## src/rtl/brs_pkg.sv

```systemverilog
package brs_pkg;
    typedef enum logic [2:0] {
        ST_IDLE  = 3'd0,
        ST_LAT   = 3'd1,
        ST_DATA  = 3'd2,
        ST_STALL = 3'd3,
        ST_DONE  = 3'd4
    } st_e;

    // low-bit mask of the aligned burst window for a length code
    function automatic logic [3:0] len_mask(input logic [1:0] code);
        case (code)
            2'd0:    len_mask = 4'd3;
            2'd1:    len_mask = 4'd7;
            default: len_mask = 4'd15;
        endcase
    endfunction
endpackage

```

## src/rtl/brs_cfg_decode.sv

```systemverilog
module brs_cfg_decode #(
    parameter int LAT_W   = 3,
    parameter int CNT_W   = 5,
    parameter int MIN_LAT = 2
) (
    input  logic [LAT_W-1:0] lat_raw,
    input  logic [1:0]       len_code,
    output logic [LAT_W-1:0] lat_eff,
    output logic [CNT_W-1:0] nwords
);
    always_comb begin
        lat_eff = (lat_raw < LAT_W'(MIN_LAT)) ? LAT_W'(MIN_LAT) : lat_raw;
        case (len_code)
            2'd0:    nwords = CNT_W'(4);
            2'd1:    nwords = CNT_W'(8);
            default: nwords = CNT_W'(16);
        endcase
    end
endmodule

```

## src/rtl/brs_addr_step.sv

```systemverilog
module brs_addr_step #(
    parameter int AW = 16
) (
    input  logic [AW-1:0] cur,
    input  logic          wrap,
    input  logic [1:0]    len_code,
    output logic [AW-1:0] nxt
);
    logic [AW-1:0] msk;
    logic [AW-1:0] inc;

    always_comb begin
        msk = AW'(brs_pkg::len_mask(len_code));
        inc = cur + AW'(1);
        nxt = wrap ? ((cur & ~msk) | (inc & msk)) : inc;
    end
endmodule

```

## src/rtl/brs_out_gate.sv

```systemverilog
module brs_out_gate #(
    parameter int DW = 16
) (
    input  logic          chip_en,
    input  logic          out_en,
    input  logic          active,
    input  logic          vld,
    input  logic [DW-1:0] rdata,
    output logic [DW-1:0] data_o,
    output logic          data_oe,
    output logic          wait_o,
    output logic          wait_oe
);
    logic drive;

    always_comb begin
        drive   = chip_en & out_en & active;
        data_oe = drive;
        wait_oe = drive;
        wait_o  = drive & vld;
        data_o  = drive ? rdata : '0;
    end
endmodule

```

## src/rtl/burst_rd_seq.sv

```systemverilog
module burst_rd_seq #(
    parameter int AW         = 16,
    parameter int DW         = 16,
    parameter int LAT_W      = 3,
    parameter int LINE_W     = 4,
    parameter int STALL_FROM = 13
) (
    input  logic             clk,
    input  logic             rst_n,
    input  logic             chip_en,
    input  logic             out_en,
    input  logic             addr_vld,
    input  logic             clk_run,
    input  logic [AW-1:0]    start_addr,
    input  logic [LAT_W-1:0] cfg_lat,
    input  logic [1:0]       cfg_len,
    input  logic             cfg_wrap,
    output logic             arr_ren,
    output logic [AW-1:0]    arr_addr,
    input  logic [DW-1:0]    arr_rdata,
    output logic [DW-1:0]    data_o,
    output logic             data_oe,
    output logic             wait_o,
    output logic             wait_oe
);
    import brs_pkg::*;

    localparam int IDX_W = LINE_W + 1;

    typedef struct packed {
        st_e              st;
        logic [AW-1:0]    cur;
        logic [AW-1:0]    base;
        logic [IDX_W-1:0] idx;
        logic [LAT_W-1:0] cnt;
        logic [LAT_W-1:0] lat;
        logic [1:0]       lenc;
        logic             wrap;
        logic             arm;
        logic             vld;
    } seq_t;

    seq_t r_d, r_q;

    logic [LAT_W-1:0] lat_in;
    logic [IDX_W-1:0] nwords;
    logic [AW-1:0]    nxt_addr;
    logic             ren_d;

    brs_cfg_decode #(.LAT_W(LAT_W), .CNT_W(IDX_W), .MIN_LAT(2)) dec_i (
        .lat_raw (cfg_lat),
        .len_code(r_q.lenc),
        .lat_eff (lat_in),
        .nwords  (nwords)
    );

    brs_addr_step #(.AW(AW)) step_i (
        .cur     (r_q.cur),
        .wrap    (r_q.wrap),
        .len_code(r_q.lenc),
        .nxt     (nxt_addr)
    );

    brs_out_gate #(.DW(DW)) gate_i (
        .chip_en(chip_en),
        .out_en (out_en),
        .active (r_q.st != ST_IDLE),
        .vld    (r_q.vld),
        .rdata  (arr_rdata),
        .data_o (data_o),
        .data_oe(data_oe),
        .wait_o (wait_o),
        .wait_oe(wait_oe)
    );

    always_comb begin
        r_d   = r_q;
        ren_d = 1'b0;
        if (!chip_en) begin
            r_d = '0;
        end else if (clk_run) begin
            if (addr_vld) begin
                r_d.st   = ST_LAT;
                r_d.cur  = start_addr;
                r_d.base = start_addr & ~AW'(len_mask(cfg_len));
                r_d.idx  = '0;
                r_d.lat  = lat_in;
                r_d.cnt  = lat_in - LAT_W'(1);
                r_d.lenc = cfg_len;
                r_d.wrap = cfg_wrap;
                r_d.arm  = !cfg_wrap &&
                           (start_addr[LINE_W-1:0] >= LINE_W'(STALL_FROM));
                r_d.vld  = 1'b0;
            end else begin
                case (r_q.st)
                    ST_LAT, ST_STALL: begin
                        if (r_q.cnt == '0) begin
                            ren_d   = 1'b1;
                            r_d.cur = nxt_addr;
                            r_d.idx = r_q.idx + IDX_W'(1);
                            r_d.vld = 1'b1;
                            r_d.st  = ST_DATA;
                        end else begin
                            r_d.cnt = r_q.cnt - LAT_W'(1);
                            r_d.vld = 1'b0;
                        end
                    end
                    ST_DATA: begin
                        if (r_q.idx == nwords) begin
                            r_d.st  = ST_DONE;
                            r_d.vld = 1'b0;
                        end else if (r_q.arm && (r_q.cur[LINE_W-1:0] == '0)) begin
                            r_d.st  = ST_STALL;
                            r_d.cnt = r_q.lat - LAT_W'(1);
                            r_d.arm = 1'b0;
                            r_d.vld = 1'b0;
                        end else begin
                            ren_d   = 1'b1;
                            r_d.cur = nxt_addr;
                            r_d.idx = r_q.idx + IDX_W'(1);
                            r_d.vld = 1'b1;
                        end
                    end
                    ST_DONE: r_d.vld = 1'b0;
                    default: r_d = r_q;
                endcase
            end
        end
    end

    assign arr_ren  = ren_d;
    assign arr_addr = r_q.cur;

    always_ff @(posedge clk) begin
        if (!rst_n) r_q <= '0;
        else        r_q <= r_d;
    end
endmodule

```

## config.mk

```make
export PLATFORM = sky130hd
export DESIGN_NAME = burst_rd_seq
export DESIGN_NICKNAME = d
export VERILOG_FILES = /design/src/rtl/brs_pkg.sv /design/src/rtl/brs_cfg_decode.sv /design/src/rtl/brs_addr_step.sv /design/src/rtl/brs_out_gate.sv /design/src/rtl/burst_rd_seq.sv
export SDC_FILE = /design/constraint.sdc
export NUM_CORES = 1
export LEC_CHECK = 0
export ABC_CLOCK_PERIOD_IN_PS = 2300
export BUFFER_PORTS_ARGS = -buffer_cell sky130_fd_sc_hd__buf_2
export CORE_ASPECT_RATIO = 1.75
export CORE_UTILIZATION = 50
export DETAILED_ROUTE_END_ITERATION = 7
export PLACE_DENSITY = 0.79
export RECOVER_POWER = 100
export SYNTH_ARGS = -nofsm -noshare
export SYNTH_HDL_FRONTEND = slang
export SYNTH_SLANG_ARGS = --single-unit
```

## constraint.sdc

```tcl
create_clock -name clk -period 2.3 [get_ports clk]
set_input_delay 0.23 -clock clk [delete_from_list [all_inputs] [get_ports clk]]
set_output_delay 0.23 -clock clk [all_outputs]
set_load 0.005 [all_outputs]
```

Yosys cells after proc, flatten, opt, wreduce, memory -nomap -nowiden
Index checks and enable logic that the tools add are counted.
Word-level totals
  register bits after elaboration: 51
  input port bits: 44
  output and inout bits: 36
Cells by class
  add/sub/neg operators: 5
  magnitude comparators: 2
  equal/unequal tests: 14
  mux-type cells: 33
  bitwise logic cells: 9
  reductions and logical operators: 20
Operators with widths (number)
  2-to-1 mux 16 bit: 4
  2-to-1 mux 51 bit: 1
  one-hot mux 19 bit (2 select lines): 1
  bitwise AND 16 bit: 2
  inverter 4 -> 16 bit: 2
  2-to-1 mux 19 bit: 1
  adder 16 x 1 -> 16 bit (second input constant): 1
  bitwise AND 16 x 4 -> 16 bit: 1
  OR 16 bit: 1
  one-hot mux 4 bit (2 select lines): 2
  one-hot mux 8 bit (2 select lines): 1
  2-to-1 mux 3 bit: 5
  inequality test 3 bit (second input constant): 5
  2-to-1 mux 4 bit: 3
  2-to-1 mux 5 bit: 2
  one-hot mux 5 bit (2 select lines): 1
  AND reduction 5 bit: 2
  2-to-1 mux 1 bit: 9
  subtractor 3 x 1 -> 3 bit (second input constant): 3
  2-to-1 mux 8 bit: 1
  AND reduction 4 bit: 2
  == test 3 x 2 -> 1 bit (second input constant): 2
  AND reduction 2 bit: 3
  nonzero test 3 bit: 2
  other kinds (20): 26

Depth between registers and ports, before layout
Gate-level depths: netlist of run 1.
  word-level depth: 10
  depth in mapped cells: 9

Hierarchy
Synthesis of run 1 repeated with hierarchy kept, for this count alone.
Unflattened totals
  cell total of the unflattened synthesis: 326
  area total of the unflattened synthesis: 2631.3 um^2
By module, submodules not included
  burst_rd_seq: times used 1, cells an instance 251, area an instance 2063.2 um^2, seq. area each 700.7 um^2
  brs_addr_step: times used 1, cells an instance 44, area an instance 340.3 um^2, seq. area each 0.0 um^2
  brs_out_gate: times used 1, cells an instance 22, area an instance 177.7 um^2, seq. area each 0.0 um^2
  brs_cfg_decode: times used 1, cells an instance 9, area an instance 50.0 um^2, seq. area each 0.0 um^2

Least setup slack after synthesis of run 1
Ideal clock, no wire load.
  kind: reg2reg
  start: register r_q[50] (netlist bit)
  end: register r_q[10] (netlist bit)
  setup time: 0.086 ns
  arrival: 1.683 ns
  data required time: 2.214 ns
  path slack: 0.532 ns
  cell stages (with the launch flop): 8
  clock period less this slack: 1.768 ns
  cells stage by stage: dfxtp_1 -> buf_2 -> nor3b_4 -> mux2_2 -> o21ai_0 -> ha_1 -> xnor2_1 -> a211oi_1
Between the ends
  cells in the longest elaborated chain, start to end: 4
  elaborated cells on any way between the ends: 11
  classes of those cells: 6 x eq/ne; 2 x mux; 3 x reduce/logical
Ends and longest elaborated chain
  from (decl): RTL line burst_rd_seq.sv:43  | seq_t r_d, r_q;
  from (signal assigned): RTL line burst_rd_seq.sv:136  | else r_q <= r_d;
  == test 3 x 1 -> 1 bit / == test 3 x 2 -> 1 bit (equally long branches): RTL line burst_rd_seq.sv:95  | case (r_q.st)
  OR reduction 2 bit: RTL line burst_rd_seq.sv:95
  inequality test 3 bit (no source line), or another cell as far along
  AND reduction 5 bit (no source line) / 2-to-1 mux 51 bit (equally long branches)
Parallel ways exist; a longest one is shown, timed or not.
A chain may end at the register's enable or synchronous reset.

Worst setup path in the final report of run 1
  start: register r_q[13] (netlist bit)
  end: output port arr_ren
Between the ends
  cells in the longest elaborated chain, start to end: 6
Ends and longest elaborated chain
  == test 5 bit: RTL line burst_rd_seq.sv:109  | if (r_q.idx == nwords) begin
  2-to-1 mux 1 bit: RTL line burst_rd_seq.sv:109
  one-hot mux 1 bit (2 select lines): RTL line burst_rd_seq.sv:95
  2-to-1 mux 1 bit: RTL line burst_rd_seq.sv:82  | if (addr_vld) begin
  2-to-1 mux 1 bit: RTL line burst_rd_seq.sv:81  | end else if (clk_run) begin
  2-to-1 mux 1 bit: RTL line burst_rd_seq.sv:79  | if (!chip_en) begin
  to (decl): RTL line burst_rd_seq.sv:18  | output logic arr_ren,
No other way between the ends.

==> summary.md, run 1 <==
| Metric | Value |
|---|---|
| Post-synth EDFFs | `0` |
| Peak VDD IR | `0.431 mV` |
| Top-count cell post-synth | `nand2_1` |
| Worst Slack Setup Final | `0.100 ns` |
| Status | `finished, final reports clean` |
| Clock slew seen by the registers of the worst setup and hold paths | `0.07 ns` |
| FP Rows | `33` |
| Fmax | `0.455 GHz` |
| Post-CTS Hold Buffers | `0` |
| Htree depth | `2` |
| Share of the synthesized area in the top cell type | `0.282` |
| Synthesis Warnings | `0` |
| Type of origin of the critical path | `flop` |
| Detailed-route via count | `2652` |
| Element type at the critical path end | `output pin` |
| Max clock buf depth | `2` |
| PwrDens | `448 nW/µm²` |
| Vias in the first global route | `2475` |
| Max-cap viol count | `0` |
| Place WS | `0.162 ns` |
| Mapped Area | `2490 µm²` |
| Final Setup Violations | `0` |
| Post-Syn Instances | `326` |
| Area delta synth->final | `15.7%` |
| Clk_skew | `0.00309 ns` |
| Cell taking the most area after synthesis | `dfxtp_1` |
| Hold path cells | `3` |
| Seq/Total Area, Yosys | `0.282` |
| CP required | `2.07 ns` |
| Congestion Overflow GR | `0` |
| WL/cell | `16.1 µm` |
| Critical Path Fanout Max | `8` |
| Drt total wl | `7030 µm` |
| Hold WS | `0.174 ns` |
| Router iterations before antenna repair | `4` |
| Largest net degree at the start of global routing | `31` |
| N_diodes | `0` |
| Avg Cell Area, Syn | `7.63 µm²` |
| Number of I/O port buffers | `79` |
| Worst rel slew slack | `0.530` |
| Max Slew Vio Count | `0` |
| Ys flop type | `dfxtp_1` |
| Inserted Clock Buffers | `5` |
| Syn_nets | `375` |
| Via-per-instance ratio | `6.08` |
| Final Cycle Share | `0.956` |
| Initial Utilization | `0.524` |
| Die area | `5270 µm²` |
| Drt initial violations | `170` |
| Fraction of layout cells with a size suffix above 1 | `0.253` |
| CTS tree | `done` |
| Io pins | `80` |
| Clock Tree Root | `clkbuf_8` |
| Most frequent cells after synthesis | `nand2_1 (36), dfxtp_1 (35), a21oi_1 (26), nor2_1 (26), and2_1 (20)` |
| Chip width | `55.3 µm` |
| Post-synth ARST share | `0` |
| Nets | `432` |
| Final GP Congestion | `0.905` |
| Sum of negative setup slack | `0 ns` |
| Placed Instance Area | `2780 µm²` |
| First-pass GRT wire length | `11100 µm` |
| Initial antenna violation count | `0` |
| Hold Fails Final Rpt | `0` |
| Worst EP arrival | `1.97 ns` |
| Worst r2r path cells | `5` |
| CORE AREA | `4750 µm²` |
| Finished Cell Area | `2880 µm²` |
| Chip height | `95.3 µm` |
| Worst min path class | `in2reg` |
| Drt drc | `0` |
| Leakage power | `0.00116 µW` |
| Distinct cells, synth | `55` |
| Clk_lat worst skew | `0.29 ns` |
| Post-route minimum period | `2.20 ns` |
| Final ANT Viol Nets | `0` |
| Actual slew at the worst max-slew pin | `0.706 ns` |
| Worst Setup Path Type | `reg2out` |
| Yosys reg bits | `35` |
| Total track usage | `0.261` |
| Synth top area cells | `dfxtp_1 (28%), buf_4 (5.7%), nand2_1 (5.4%)` |
| Post-DP HPWL | `5160 µm` |
| CTS Sinks | `35` |
## where the power goes
| group | internal, µW | total [µW] | switching, µW |
|---|---|---|---|
| logic | 86.1 | 210 | 124 |
| clock network | 213 | 444 | 231 |
| registers | 619 | 636 | 16.5 |
| total | 918 | 1290 | 372 |
## per-layer routing
| metal | vias up | GRT usage | wire length, µm |
|---|---|---|---|
| li1 | 1305 | - | - |
| met1 | 1244 | 0.283 | 2830 |
| met2 | 86 | 0.494 | 3750 |
| met3 | 17 | 0.0312 | 271 |
| met4 | 0 | 0.129 | 181 |
| met5 | - | 0 | 0 |
## sequential cells by signal, indices dropped and copies added, names as in the netlist, named ones only
register  count
r_q          19
arr_addr     14
## repair_timing
item                       in CTS  in global routing
setup endpoints to repair       1                  2
setup buffers                   0                  1
pin swaps                       0                  1
resized for setup               1                  3
## cells by family after synthesis
kind of cell	share of synthesized area
simple gates	0.284
compound gates	0.276
buf+inv	0.0986
flops	0.282
mux	0.0206
fa+ha+maj	0.0252
xor+xnor	0.0141
## cell type report
class | count | area, µm²
clock inverter | 1 | 5.00
fill | 455 | 1870
tap | 52 | 65.1
inverter | 8 | 30.0
timing repair buffer | 86 | 437
clock buffer | 7 | 76.3
multi-input combinational | 247 | 1560
sequential | 35 | 701
## final timing paths
path | endpoint | start | slack [ns]
min | r_q[3]$_SDFFE_PN0P_ | cfg_len[0] | 0.17
max reg2reg | arr_addr[14]$_SDFFE_PN0P_ | r_q[48]$_SDFFE_PN0P_ | 0.21
max | arr_ren | r_q[13]$_SDFFE_PN0P_ | 0.10
min reg2reg | r_q[5]$_SDFFE_PN0P_ | r_q[5]$_SDFFE_PN0P_ | 0.47
## per-stage QoR
step                      utilization  total power (µW)  cells
after detailed placement        0.585               855    427
final                           0.606              1290    436
after CTS                       0.602              1280    435
after floorplan                     -               780    326
after global routing            0.606              1330    436
after global placement          0.585               851    427
## worst max-delay path, cell delays in order, from the launching register on
cell      delay, ns
dfxtp_1        0.45
and3b_1        0.24
o211ai_4       0.23
and2_4         0.24
a31oi_1        0.09
nor4_1         0.26
buf_2          0.16
## cells in the final DEF, fill, tap and decap left out, types with 8 or more instances in the layout
master	count
a21oi_1	26
nor3_1	8
a211oi_1	9
a31oi_1	8
o311ai_0	9
nand2_1	36
nand3_1	9
o21ai_0	13
and2_1	18
clkbuf_1	9
inv_1	8
nor2_1	26
buf_2	73
dfxtp_1	35
o31ai_1	11
(Power assumes the default switching activity.)
==> run 2, diff against run 1 <==
==> constraint.sdc (replaced) <==
create_clock -name clk -period 2.3 [get_ports clk]
set_input_delay 0.115 -clock clk [delete_from_list [all_inputs] [get_ports clk]]
set_output_delay 0.115 -clock clk [all_outputs]
set_load 0.005 [all_outputs]
==> run 2 against run 1 <==
  * Non-clock buffer count shrank 1
  * First-iteration DRC count is 34% higher
  * Count of clock-buffer cells in the layout unchanged
  * Combinational power about the same
  * Maximum frequency up 5.7%
  * Critical path type unchanged
  * Utilization fell by 0.45 points
  * Die area unchanged
  * Via count grew 1.1%
  * Global-route usage rose by 1.2 points
  * Sequential power about the same
  * Sequential share of layout area up 0.18 points
==> summary.md, run 2 (synthesis results as in run 1) <==
| Metric | Value |
|---|---|
| Hold WS | `0.0608 ns (-0.114 ns)` |
| Via-per-instance ratio | `6.17 (+1.4%)` |
| WL/cell | `15.9 µm (-1.1%)` |
| Max-cap viol count | `0 (unchanged)` |
| Final cell count without fillers | `435 (-0.23%)` |
| Initial Utilization | `0.524 (unchanged)` |
| Initial antenna violation count | `0 (unchanged)` |
| Detailed-route via count | `2682 (+1.1%)` |
| Largest reg by FF count | `r_q` |
| Clock slew seen by the registers of the worst setup and hold paths | `0.07 ns (about the same)` |
| Sum of negative setup slack | `0 ns (unchanged)` |
| Hold Fails Final Rpt | `0 (unchanged)` |
| Critical R2R Launch | `arr_addr[0]$_SDFFE_PN0P_` |
| Number of I/O port buffers | `79 (unchanged)` |
| Final Cycle Share | `0.905 (-0.0513)` |
| Actual slew at the worst max-slew pin | `0.789 ns (+0.0832 ns)` |
| Worst r2r path cells | `6 (+1)` |
| Worst Setup Path Type | `reg2out` |
| Hold path endpoint | `r_q[4]$_SDFFE_PN0P_` |
| Router iterations before antenna repair | `5 (+1)` |
| Reg2Reg Setup Slack | `0.29 ns (+0.08 ns)` |
| Type of origin of the critical path | `flop` |
| Clock Tree Root | `clkbuf_8` |
| Congestion Overflow GR | `0 (unchanged)` |
| Hold path cells | `3 (unchanged)` |
| Post-DP HPWL | `5160 µm (-0.10%)` |
| Worst rel slew slack | `0.474 (-0.0554)` |
| Clk_skew | `0.00795 ns (+0.00486 ns)` |
| Peak VDD IR | `0.543 mV (+26%)` |
| Htree depth | `2 (unchanged)` |
| Inserted Clock Buffers | `5 (unchanged)` |
| Worst EP arrival | `1.97 ns (about the same)` |
| Vias in the first global route | `2569 (+3.8%)` |
| Max clock buf depth | `2 (unchanged)` |
| Layout Utilization | `0.601 (-0.00448)` |
| Max Slew Vio Count | `0 (unchanged)` |
| Total track usage | `0.273 (+0.0124)` |
| CTS Sinks | `35 (unchanged)` |
| Final Setup Violations | `0 (unchanged)` |
| CP required | `2.18 ns (+0.11 ns)` |
| CTS tree | `done` |
| Final GP Congestion | `0.894 (-1.2%)` |
| Commonest non-fill, non-tap cell in the layout | `buf_2` |
| Final ANT Viol Nets | `0 (unchanged)` |
| Placed insts | `427 (unchanged)` |
| Chip height | `95.3 µm (unchanged)` |
| Critical Path Fanout Max | `8 (unchanged)` |
| Element type at the critical path end | `output pin` |
| Worst min path class | `in2reg` |
| RSZ-0062 raised after global routing | `false` |
| Post-route minimum period | `2.08 ns (-0.118 ns)` |
| Leakage power | `0.00115 µW (-0.89%)` |
| Fmax | `0.480 GHz (+5.7%)` |
| Drt initial violations | `227 (+34%)` |
| Nets | `431 (-0.23%)` |
| Reg2reg end | `arr_addr[12]$_SDFFE_PN0P_` |
| Drt total wl | `6930 µm (-1.3%)` |
| Die area | `5270 µm² (unchanged)` |
| Hold Path Origin | `cfg_len[1]` |
| CORE AREA | `4750 µm² (unchanged)` |
| Most frequent cells in the layout | `buf_2 (74), nand2_1 (36), dfxtp_1 (35), nor2_1 (26), a21oi_1 (26)` |
| First-pass GRT wire length | `11500 µm (+4.4%)` |
| PwrDens | `451 nW/µm² (+0.57%)` |
| Clk_lat worst skew | `0.29 ns (about the same)` |
| Placed Instance Area | `2780 µm² (unchanged)` |
| Chip width | `55.3 µm (unchanged)` |
| N_diodes | `0 (unchanged)` |
| Largest net degree at the start of global routing | `39 (+26%)` |
| Max reg flops | `19 (unchanged)` |
| Area delta synth->final | `14.8%` |
| Status | `finished, final reports clean` |
| FP Rows | `33 (unchanged)` |
| Drt drc | `0 (unchanged)` |
| Finished Cell Area | `2860 µm² (-0.74%)` |
| Post-CTS Hold Buffers | `0 (unchanged)` |
| Fraction of layout cells with a size suffix above 1 | `0.258 (+0.00588)` |
| Io pins | `80 (unchanged)` |
run 2: layer usage:
layer  vias to the layer above  track usage  wire length [µm]
li1                       1300            -                 -
met1                      1281        0.288              2750
met2                        84        0.517              3740
met3                        17       0.0407               269
met4                         0        0.144               175
met5                         -            0                 0
run 2: worst max-delay path by stage:
stage,from,to,slack [ns],cells after the start
6_report,r_q[11]$_SDFFE_PN0P_,arr_ren,0.22,7
5_1_grt,r_q[10]$_SDFFE_PN0P_,arr_addr[5]$_SDFFE_PN0P_,0.07,5
4_1_cts,r_q[11]$_SDFFE_PN0P_,arr_ren,0.13,7
3_5_place_dp,r_q[48]$_SDFFE_PN0P_,arr_addr[14]$_SDFFE_PN0P_,0.17,5
3_3_place_gp,r_q[48]$_SDFFE_PN0P_,arr_addr[14]$_SDFFE_PN0P_,0.25,5
2_1_floorplan,r_q[50]$_SDFFE_PN0P_,r_q[10]$_SDFFE_PN0P_,0.53,7
run 2: layout make-up:
| type | instances | area [µm²] |
|---|---|---|
| clock inverter | 1 | 5.00 |
| inverter | 8 | 30.0 |
| sequential | 35 | 701 |
| multi-input combinational | 247 | 1550 |
| fill | 432 | 1890 |
| clock buffer | 7 | 76.3 |
| tap | 52 | 65.1 |
| timing repair buffer | 85 | 432 |
run 2: stage by stage:
stage               total power (µW)  setup WS, ns
finish                          1290         0.218
global route                    1340        0.0653
CTS                             1290         0.131
detailed placement               854         0.170
global placement                 850         0.249
floorplan                        780         0.532
run 2: where the power goes:
group	leakage [µW]	switching (µW)	total (µW)	internal (µW)
clock network	0.0000422	231	444	213
registers	0.000283	16.3	636	619
logic	0.000826	122	208	85.8
run 2: critical path, stage by stage, from the launching register on:
cell      delay [ns]
dfxtp_1         0.39
inv_1           0.08
ha_1            0.24
nand4_1         0.23
and2_2          0.29
a31oi_1         0.10
nor4_1          0.22
clkbuf_1        0.14
run 2: repair_timing:
item | 4_1_cts | 5_1_grt
setup buffers | 0 | 0
gates resized for setup | 0 | 2
setup endpoints to repair | 0 | 4
